===== config.mk =====
export PLATFORM = sky130hd
export DESIGN_NAME = dref_sched
export DESIGN_NICKNAME = d
export VERILOG_FILES = /design/src/rtl/dref_pkg.sv /design/src/rtl/dref_ticker.sv /design/src/rtl/dref_budget.sv /design/src/rtl/dref_strobe.sv /design/src/rtl/dref_sched.sv
export SDC_FILE = /design/constraint.sdc
export NUM_CORES = 1
export LEC_CHECK = 0
export ABC_AREA = 1
export BUFFER_PORTS_ARGS = -buffer_cell sky130_fd_sc_hd__buf_2
export CAP_MARGIN = 20
export CORE_UTILIZATION = 60
export CTS_CLUSTER_DIAMETER = 100
export DETAILED_ROUTE_END_ITERATION = 7
export GPL_TIMING_DRIVEN = 0
export PLACE_DENSITY = 0.92
export RECOVER_POWER = 50
export SLEW_MARGIN = 30
export SYNTH_ARGS = -nofsm -noshare
export SYNTH_HDL_FRONTEND = slang
export SYNTH_SLANG_ARGS = --single-unit

===== constraint.sdc =====
create_clock -name clk -period 3.3 [get_ports clk]
set_input_delay 0.165 -clock clk [delete_from_list [all_inputs] [get_ports clk]]
set_output_delay 0.165 -clock clk [all_outputs]
set_load 0.02 [all_outputs]

===== src/rtl/dref_pkg.sv =====
package dref_pkg;
  typedef enum logic [2:0] {
    ST_IDLE,
    ST_SETUP,
    ST_ACT,
    ST_PRE,
    ST_GAP
  } dref_state_e;
endpackage


===== src/rtl/dref_ticker.sv =====
module dref_ticker #(
  parameter int PAUSE_CYC    = 25000,
  parameter int INTERVAL_CYC = 1953
) (
  input  logic clk,
  input  logic rst,
  output logic run,
  output logic pause_end,
  output logic tick
);
  localparam int PW = $clog2(PAUSE_CYC + 1);
  localparam int IW = $clog2(INTERVAL_CYC + 1);

  logic [PW-1:0] pcnt;
  logic [IW-1:0] icnt;

  assign pause_end = !run && (pcnt == '0);
  assign tick      = run && (icnt == '0);

  // interval reloads on expiry, independent of when service happens
  always_ff @(posedge clk) begin
    if (rst) begin
      run  <= 1'b0;
      pcnt <= PW'(PAUSE_CYC - 1);
      icnt <= '0;
    end else if (!run) begin
      if (pcnt == '0) begin
        run  <= 1'b1;
        icnt <= IW'(INTERVAL_CYC - 1);
      end else begin
        pcnt <= pcnt - 1'b1;
      end
    end else if (icnt == '0) begin
      icnt <= IW'(INTERVAL_CYC - 1);
    end else begin
      icnt <= icnt - 1'b1;
    end
  end
endmodule


===== src/rtl/dref_budget.sv =====
module dref_budget #(
  parameter int WAKE_CYCLES = 8,
  parameter int MAX_PEND    = 4,
  parameter int LATE_W      = 8
) (
  input  logic              clk,
  input  logic              rst,
  input  logic              pause_end,
  input  logic              tick,
  input  logic              start,
  input  logic              done,
  output logic              want,
  output logic              init_done,
  output logic [LATE_W-1:0] late_cnt
);
  localparam int PEND_W = $clog2(MAX_PEND + 1);
  localparam int WAKE_W = $clog2(WAKE_CYCLES + 1);

  logic [PEND_W-1:0] pending, pend_d;
  logic [WAKE_W-1:0] wake_left, wake_d;
  logic [LATE_W-1:0] late_d;
  logic              cur_wake, curw_d, init_d;

  assign want = (wake_left != '0) || (pending != '0);

  always_comb begin
    pend_d = pending;
    wake_d = wake_left;
    late_d = late_cnt;
    curw_d = cur_wake;
    init_d = init_done;
    if (start) begin
      if (wake_left != '0) begin
        wake_d = wake_left - 1'b1;
        curw_d = 1'b1;
      end else begin
        pend_d = pending - 1'b1;
        curw_d = 1'b0;
        if ((pending > 1) && (late_cnt != {LATE_W{1'b1}}))
          late_d = late_cnt + 1'b1;
      end
    end
    if (done && cur_wake && (wake_left == '0))
      init_d = 1'b1;
    if (tick) begin
      if (pend_d == PEND_W'(MAX_PEND)) begin
        pend_d = '0;
        wake_d = WAKE_W'(WAKE_CYCLES);
        init_d = 1'b0;
      end else begin
        pend_d = pend_d + 1'b1;
      end
    end
    if (pause_end)
      wake_d = WAKE_W'(WAKE_CYCLES);
  end

  always_ff @(posedge clk) begin
    if (rst) begin
      pending   <= '0;
      wake_left <= '0;
      late_cnt  <= '0;
      cur_wake  <= 1'b0;
      init_done <= 1'b0;
    end else begin
      pending   <= pend_d;
      wake_left <= wake_d;
      late_cnt  <= late_d;
      cur_wake  <= curw_d;
      init_done <= init_d;
    end
  end

  AST_PEND_CAP: assert property (@(posedge clk) disable iff (rst)
    pending <= PEND_W'(MAX_PEND));
  AST_INIT_AFTER_BURST: assert property (@(posedge clk) disable iff (rst)
    $rose(init_done) |-> (wake_left == '0));
  AST_LATE_MONO: assert property (@(posedge clk) disable iff (rst)
    late_cnt >= $past(late_cnt));
endmodule


===== src/rtl/dref_strobe.sv =====
module dref_strobe
  import dref_pkg::*;
#(
  parameter int SETUP_CYC   = 2,
  parameter int RAS_LOW_CYC = 4,
  parameter int PRECHG_CYC  = 3,
  parameter int ROW_W       = 10,
  parameter bit RAS_ONLY    = 1'b0
) (
  input  logic             clk,
  input  logic             rst,
  input  logic             want,
  input  logic             ref_gnt,
  output logic             ref_req,
  output logic             ras_n,
  output logic             cas_n,
  output logic [ROW_W-1:0] row_addr,
  output logic             start,
  output logic             done
);
  localparam int MAX_AB = (SETUP_CYC > RAS_LOW_CYC) ? SETUP_CYC : RAS_LOW_CYC;
  localparam int MAX_C  = (MAX_AB > PRECHG_CYC) ? MAX_AB : PRECHG_CYC;
  localparam int CW     = $clog2(MAX_C + 1);

  dref_state_e   state, nxt;
  logic [CW-1:0] cnt;

  assign start = (state == ST_IDLE) && ref_req && ref_gnt;
  assign done  = (state == ST_PRE) && (cnt == '0);

  always_comb begin
    nxt = state;
    case (state)
      ST_IDLE:  if (start)      nxt = ST_SETUP;
      ST_SETUP: if (cnt == '0)  nxt = ST_ACT;
      ST_ACT:   if (cnt == '0)  nxt = ST_PRE;
      ST_PRE:   if (cnt == '0)  nxt = ST_GAP;
      default:                  nxt = ST_IDLE;
    endcase
  end

  // strobes registered from the next state: aligned with state, glitch-free
  always_ff @(posedge clk) begin
    if (rst) begin
      state   <= ST_IDLE;
      cnt     <= '0;
      ras_n   <= 1'b1;
      cas_n   <= 1'b1;
      ref_req <= 1'b0;
    end else begin
      state <= nxt;
      if (nxt != state) begin
        case (nxt)
          ST_SETUP: cnt <= CW'(SETUP_CYC - 1);
          ST_ACT:   cnt <= CW'(RAS_LOW_CYC - 1);
          ST_PRE:   cnt <= CW'(PRECHG_CYC - 1);
          default:  cnt <= '0;
        endcase
      end else if (cnt != '0) begin
        cnt <= cnt - 1'b1;
      end
      ras_n   <= (nxt != ST_ACT);
      cas_n   <= RAS_ONLY ? 1'b1 : !((nxt == ST_SETUP) || (nxt == ST_ACT));
      ref_req <= (nxt == ST_IDLE) ? want : (nxt != ST_GAP);
    end
  end

  generate
    if (RAS_ONLY) begin : g_rowcnt
      always_ff @(posedge clk) begin
        if (rst)
          row_addr <= '0;
        else if ((state == ST_ACT) && (cnt == '0))
          row_addr <= row_addr + 1'b1;
      end
      AST_CAS_QUIET: assert property (@(posedge clk) disable iff (rst)
        cas_n);
      AST_ROW_STEP: assert property (@(posedge clk) disable iff (rst)
        (row_addr != $past(row_addr)) |-> (row_addr == $past(row_addr) + 1'b1));
    end else begin : g_cbr
      assign row_addr = '0;
      AST_CAS_FIRST: assert property (@(posedge clk) disable iff (rst)
        $fell(ras_n) |-> $past(!cas_n));
    end
  endgenerate

  AST_RAS_IN_REQ: assert property (@(posedge clk) disable iff (rst)
    !ras_n |-> ref_req);
  AST_START_GRANTED: assert property (@(posedge clk) disable iff (rst)
    ((state == ST_SETUP) && ($past(state) == ST_IDLE)) |-> $past(ref_gnt));
endmodule


===== src/rtl/dref_sched.sv =====
module dref_sched #(
  parameter int CLK_KHZ      = 125000,
  parameter int PAUSE_US     = 200,
  parameter int RETAIN_MS    = 16,
  parameter int ROWS         = 1024,
  parameter int PAUSE_CYC    = CLK_KHZ * PAUSE_US / 1000,
  parameter int INTERVAL_CYC = CLK_KHZ * RETAIN_MS / ROWS,
  parameter int WAKE_CYCLES  = 8,
  parameter int MAX_PEND     = 4,
  parameter int SETUP_CYC    = 2,
  parameter int RAS_LOW_CYC  = 4,
  parameter int PRECHG_CYC   = 3,
  parameter int LATE_W       = 8,
  parameter bit RAS_ONLY     = 1'b0,
  localparam int ROW_W       = $clog2(ROWS)
) (
  input  logic              clk,
  input  logic              rst,
  input  logic              ref_gnt,
  output logic              ref_req,
  output logic              ras_n,
  output logic              cas_n,
  output logic [ROW_W-1:0]  row_addr,
  output logic              init_done,
  output logic [LATE_W-1:0] late_cnt
);
  logic run, pause_end, tick, want, start, done;

  dref_ticker #(
    .PAUSE_CYC   (PAUSE_CYC),
    .INTERVAL_CYC(INTERVAL_CYC)
  ) u_ticker (
    .clk      (clk),
    .rst      (rst),
    .run      (run),
    .pause_end(pause_end),
    .tick     (tick)
  );

  dref_budget #(
    .WAKE_CYCLES(WAKE_CYCLES),
    .MAX_PEND   (MAX_PEND),
    .LATE_W     (LATE_W)
  ) u_budget (
    .clk      (clk),
    .rst      (rst),
    .pause_end(pause_end),
    .tick     (tick),
    .start    (start),
    .done     (done),
    .want     (want),
    .init_done(init_done),
    .late_cnt (late_cnt)
  );

  dref_strobe #(
    .SETUP_CYC  (SETUP_CYC),
    .RAS_LOW_CYC(RAS_LOW_CYC),
    .PRECHG_CYC (PRECHG_CYC),
    .ROW_W      (ROW_W),
    .RAS_ONLY   (RAS_ONLY)
  ) u_strobe (
    .clk     (clk),
    .rst     (rst),
    .want    (want),
    .ref_gnt (ref_gnt),
    .ref_req (ref_req),
    .ras_n   (ras_n),
    .cas_n   (cas_n),
    .row_addr(row_addr),
    .start   (start),
    .done    (done)
  );

  AST_NO_REQ_IN_PAUSE: assert property (@(posedge clk) disable iff (rst)
    !run |-> !ref_req);
  AST_NO_INIT_IN_PAUSE: assert property (@(posedge clk) disable iff (rst)
    !run |-> !init_done);
endmodule


==> metrics <==
Crit Path Category flip-flop to flip-flop; Hold Fails Final Rpt 0; Post-Syn Instances 456; HPWL Detailed 4837 um; # rows 25; clk sinks 53; register area share after synthesis about a third; postcts setup bufs 0; routed wire length 6554 um; R2R Setup Slk roughly 1000 ps; PD cells around 460 nW/um2; die width 73.96 um; vias in the first global route 2705; H-tree depth 2; DRT antenna net count 0; hold path endpoint u_budget.cur_wake$_SDFFE_PP0N_; Hold WC Path Type input port to flip-flop; Core ar. 4848 um2; hold-fix buffer count after cts 0; final instance area between 3000 and 4000 um2; drc violations 0; Post-Syn Area 3107 um2; Worst setup startpoint u_budget.wake_left[0]$_SDFF_PP0_; Initial Util 64.08%; Die Height 73.96 um; biggest area consumer among synthesized cells dfxtp_1; hold_sp ref_gnt; TNS Setup 0 ps; setup violators final 0; Via-to-Cell Ratio 5.319; status complete, no violations; WHS Path Cells 5; Yosys top cell area share 34.15%; crit path time final 2259 ps; Worst-path clk slew approximately 100 ps; # resized after CTS 0; #FFs+latches synth 53; largest net degree at the start of global routing 18; leading post-synthesis cells by cell area dfxtp_1, nand2_1, nor2_1, nand3_1, inv_1; Total Die Area between 5000 and 6000 um2; CTS root buf clkbuf_8; DRT Pass-1 Iters 4; RSZ-0062 raised after global routing no; Final Max Tran Viols 0; cells on worst reg2reg path 14; CP Max Fanout 7; Final nets 500; Worst IR Drop VDD 0.0002450 V; relative slew slack 59.65%; Max Fclk roughly 440 MHz; total congestion overflow 0; antenna violations before repair 0; # fillers between 400 and 500; io pins 25; drt first-iter violations 202; CTS Buf Count 5; Area after DPL 3294 um2; Worst setup EP type flip-flop; Crit path required time 3510 ps; max-cap violation count 0; CTS tree done; first-pass GRT wire length 11090 um; layout cells sized above 1 9.446%; via count 2947; CP Data Arrival Time 2470 ps; Clock Latency Late Sink 320 ps; Tightest Pin Transition between 600 and 700 ps; Leak 1.493 nW; post-route clock skew 12.59 ps; CTS max path bufs 2; Final Cycle Share 68.47%; Total Routing Usage GR 25.94%; count of cell types in the netlist 36; port bufs 14; Syn Area/Cell roughly 7 um2; GP Congestion about 0.90; reg-to-reg endpoint u_budget.wake_left[1]$_SDFF_PP0_; synth-to-layout area growth 7.491%; CP startpoint kind flip-flop; Crit Reg-Reg Startpoint u_budget.wake_left[0]$_SDFF_PP0_; Routed WL per cell 11.83 um; YS warnings 0; diode count 0
-- cell usage after synthesis (all sizes together) --
cell,instances
nand3b,4
nand3,35
dfxtp,53
buf,13
o211ai,2
inv,49
clkinv,2
a31oi,3
ha,11
a41oi,1
conb,1
nor2,64
nand2,134
nor3,3
a21oi,30
xnor2,9
nand4,8
o21bai,2
nor3b,1
nor4,1
o21ai,16
xor2,10
clkbuf,4
-- critical path: stages (launching register included) --
cell and delay, ps:
dfxtp_1 310, inv_1 120, ha_1 230, nand2_1 80, nor2_1 400, nand2_2 160
inv_1 120, nand2_1 70, nand2_2 80, ha_1 170, inv_1 40, nor2_1 100
nand2_1 80, nand3_1 130, nor2_1 60
-- per-layer routing --
metal | wire [um] | up-vias | GRT usage, % | part of all wire, %
met5 | 0 | - | 0 | 0
met4 | 70 | 0 | 9.829 | 1.1
met3 | 327 | 10 | 4.743 | 5.0
met2 | 3394 | 88 | 48.69 | 52
met1 | 2762 | 1352 | 28.87 | 42
li1 | - | 1497 | - | -
-- logic make-up (layout without fill, tap and decap cells) --
group	Yosys count	count (layout)	synth area share, %
other	1	10	0.1207
buffers and inverters	68	90	10.15
flip-flops	53	53	34.15
AND/OR/NAND/NOR	250	250	35.92
AO/OA/AOI/OAI	54	54	9.867
XOR/XNOR	19	19	5.356
adder cells (fa/ha/maj)	11	11	4.430
-- worst max path at each step --
stage                                             to  slack, ps  cells after the start
finish              u_budget.wake_left[1]$_SDFF_PP0_       1040                     14
global route          u_budget.pending[2]$_SDFF_PP0_        760                     14
CTS                 u_budget.wake_left[1]$_SDFF_PP0_       1250                     14
detailed placement  u_budget.wake_left[1]$_SDFF_PP0_       1280                     14
global placement      u_budget.pending[2]$_SDFF_PP0_       1390                     14
floorplan             u_budget.pending[1]$_SDFF_PP0_       1540                     12
-- power breakdown --
part / switching [mW] / internal [mW]
Clock: 0.228 / 0.151
Sequential: 0.0363 / 0.688
Combinational: 0.282 / 0.150
-- stage by stage --
step / hold WS, ps / util [%] / worst slack (ps) / instances / total power [mW]
final: 376.8 / 68.88 / 1041 / 554 / 1.535
after floorplan: 423.2 / - / 1540 / 465 / 1.084
after detailed placement: 449.1 / 67.95 / 1280 / 546 / 1.177
after global placement: 440.7 / 67.95 / 1394 / 546 / 1.155
after CTS: 370.4 / 69.81 / 1253 / 554 / 1.551
after global routing: 411.3 / 68.88 / 757.5 / 554 / 1.632
-- cell usage in the layout, fill, tap and decap left out, types with 2 or more instances in the layout --
master / count
buf_6: 2
ha_1: 11
a21oi_2: 4
nor2_1: 59
inv_1: 44
nand2_1: 129
dfxtp_1: 53
nand3_1: 33
nand3b_1: 4
clkinv_2: 2
conb_1: 10
nor3_1: 3
nor2_2: 3
o21ai_0: 15
a21oi_1: 26
xnor2_1: 9
xor2_1: 10
buf_2: 2
nand2_2: 4
clkbuf_8: 5
o21bai_1: 2
nand4_1: 8
nand3_2: 2
buf_4: 11
clkbuf_1: 16
o211ai_1: 2
a31oi_1: 3
inv_2: 4
-- sequential cells by signal, indices dropped and copies added (netlist names) --
register,cells
u_ticker.pcnt,15
u_ticker.icnt,11
u_budget.late_cnt,8
u_budget.wake_left,4
u_budget.pending,3
u_strobe.cnt,3
u_strobe.state,3
u_budget.cur_wake,1
u_budget.init_done,1
u_strobe.cas_n,1
u_strobe.ras_n,1
u_strobe.ref_req,1
u_ticker.run,1
-- area by class of cell --
cell class / instances / area [um2] / area share (%)
tap: 67 / 83.83 / 2.510
clock inverter: 3 / 21.27 / 0.6369
sequential: 53 / 1061 / 31.77
timing repair buffer: 14 / 55.05 / 1.649
multi-input combinational: 344 / 1734 / 51.93
buffer: 17 / 120.1 / 3.597
clock buffer: 5 / 68.82 / 2.061
inverter: 51 / 195.2 / 5.845
Power figures use the tool's default switching activity.
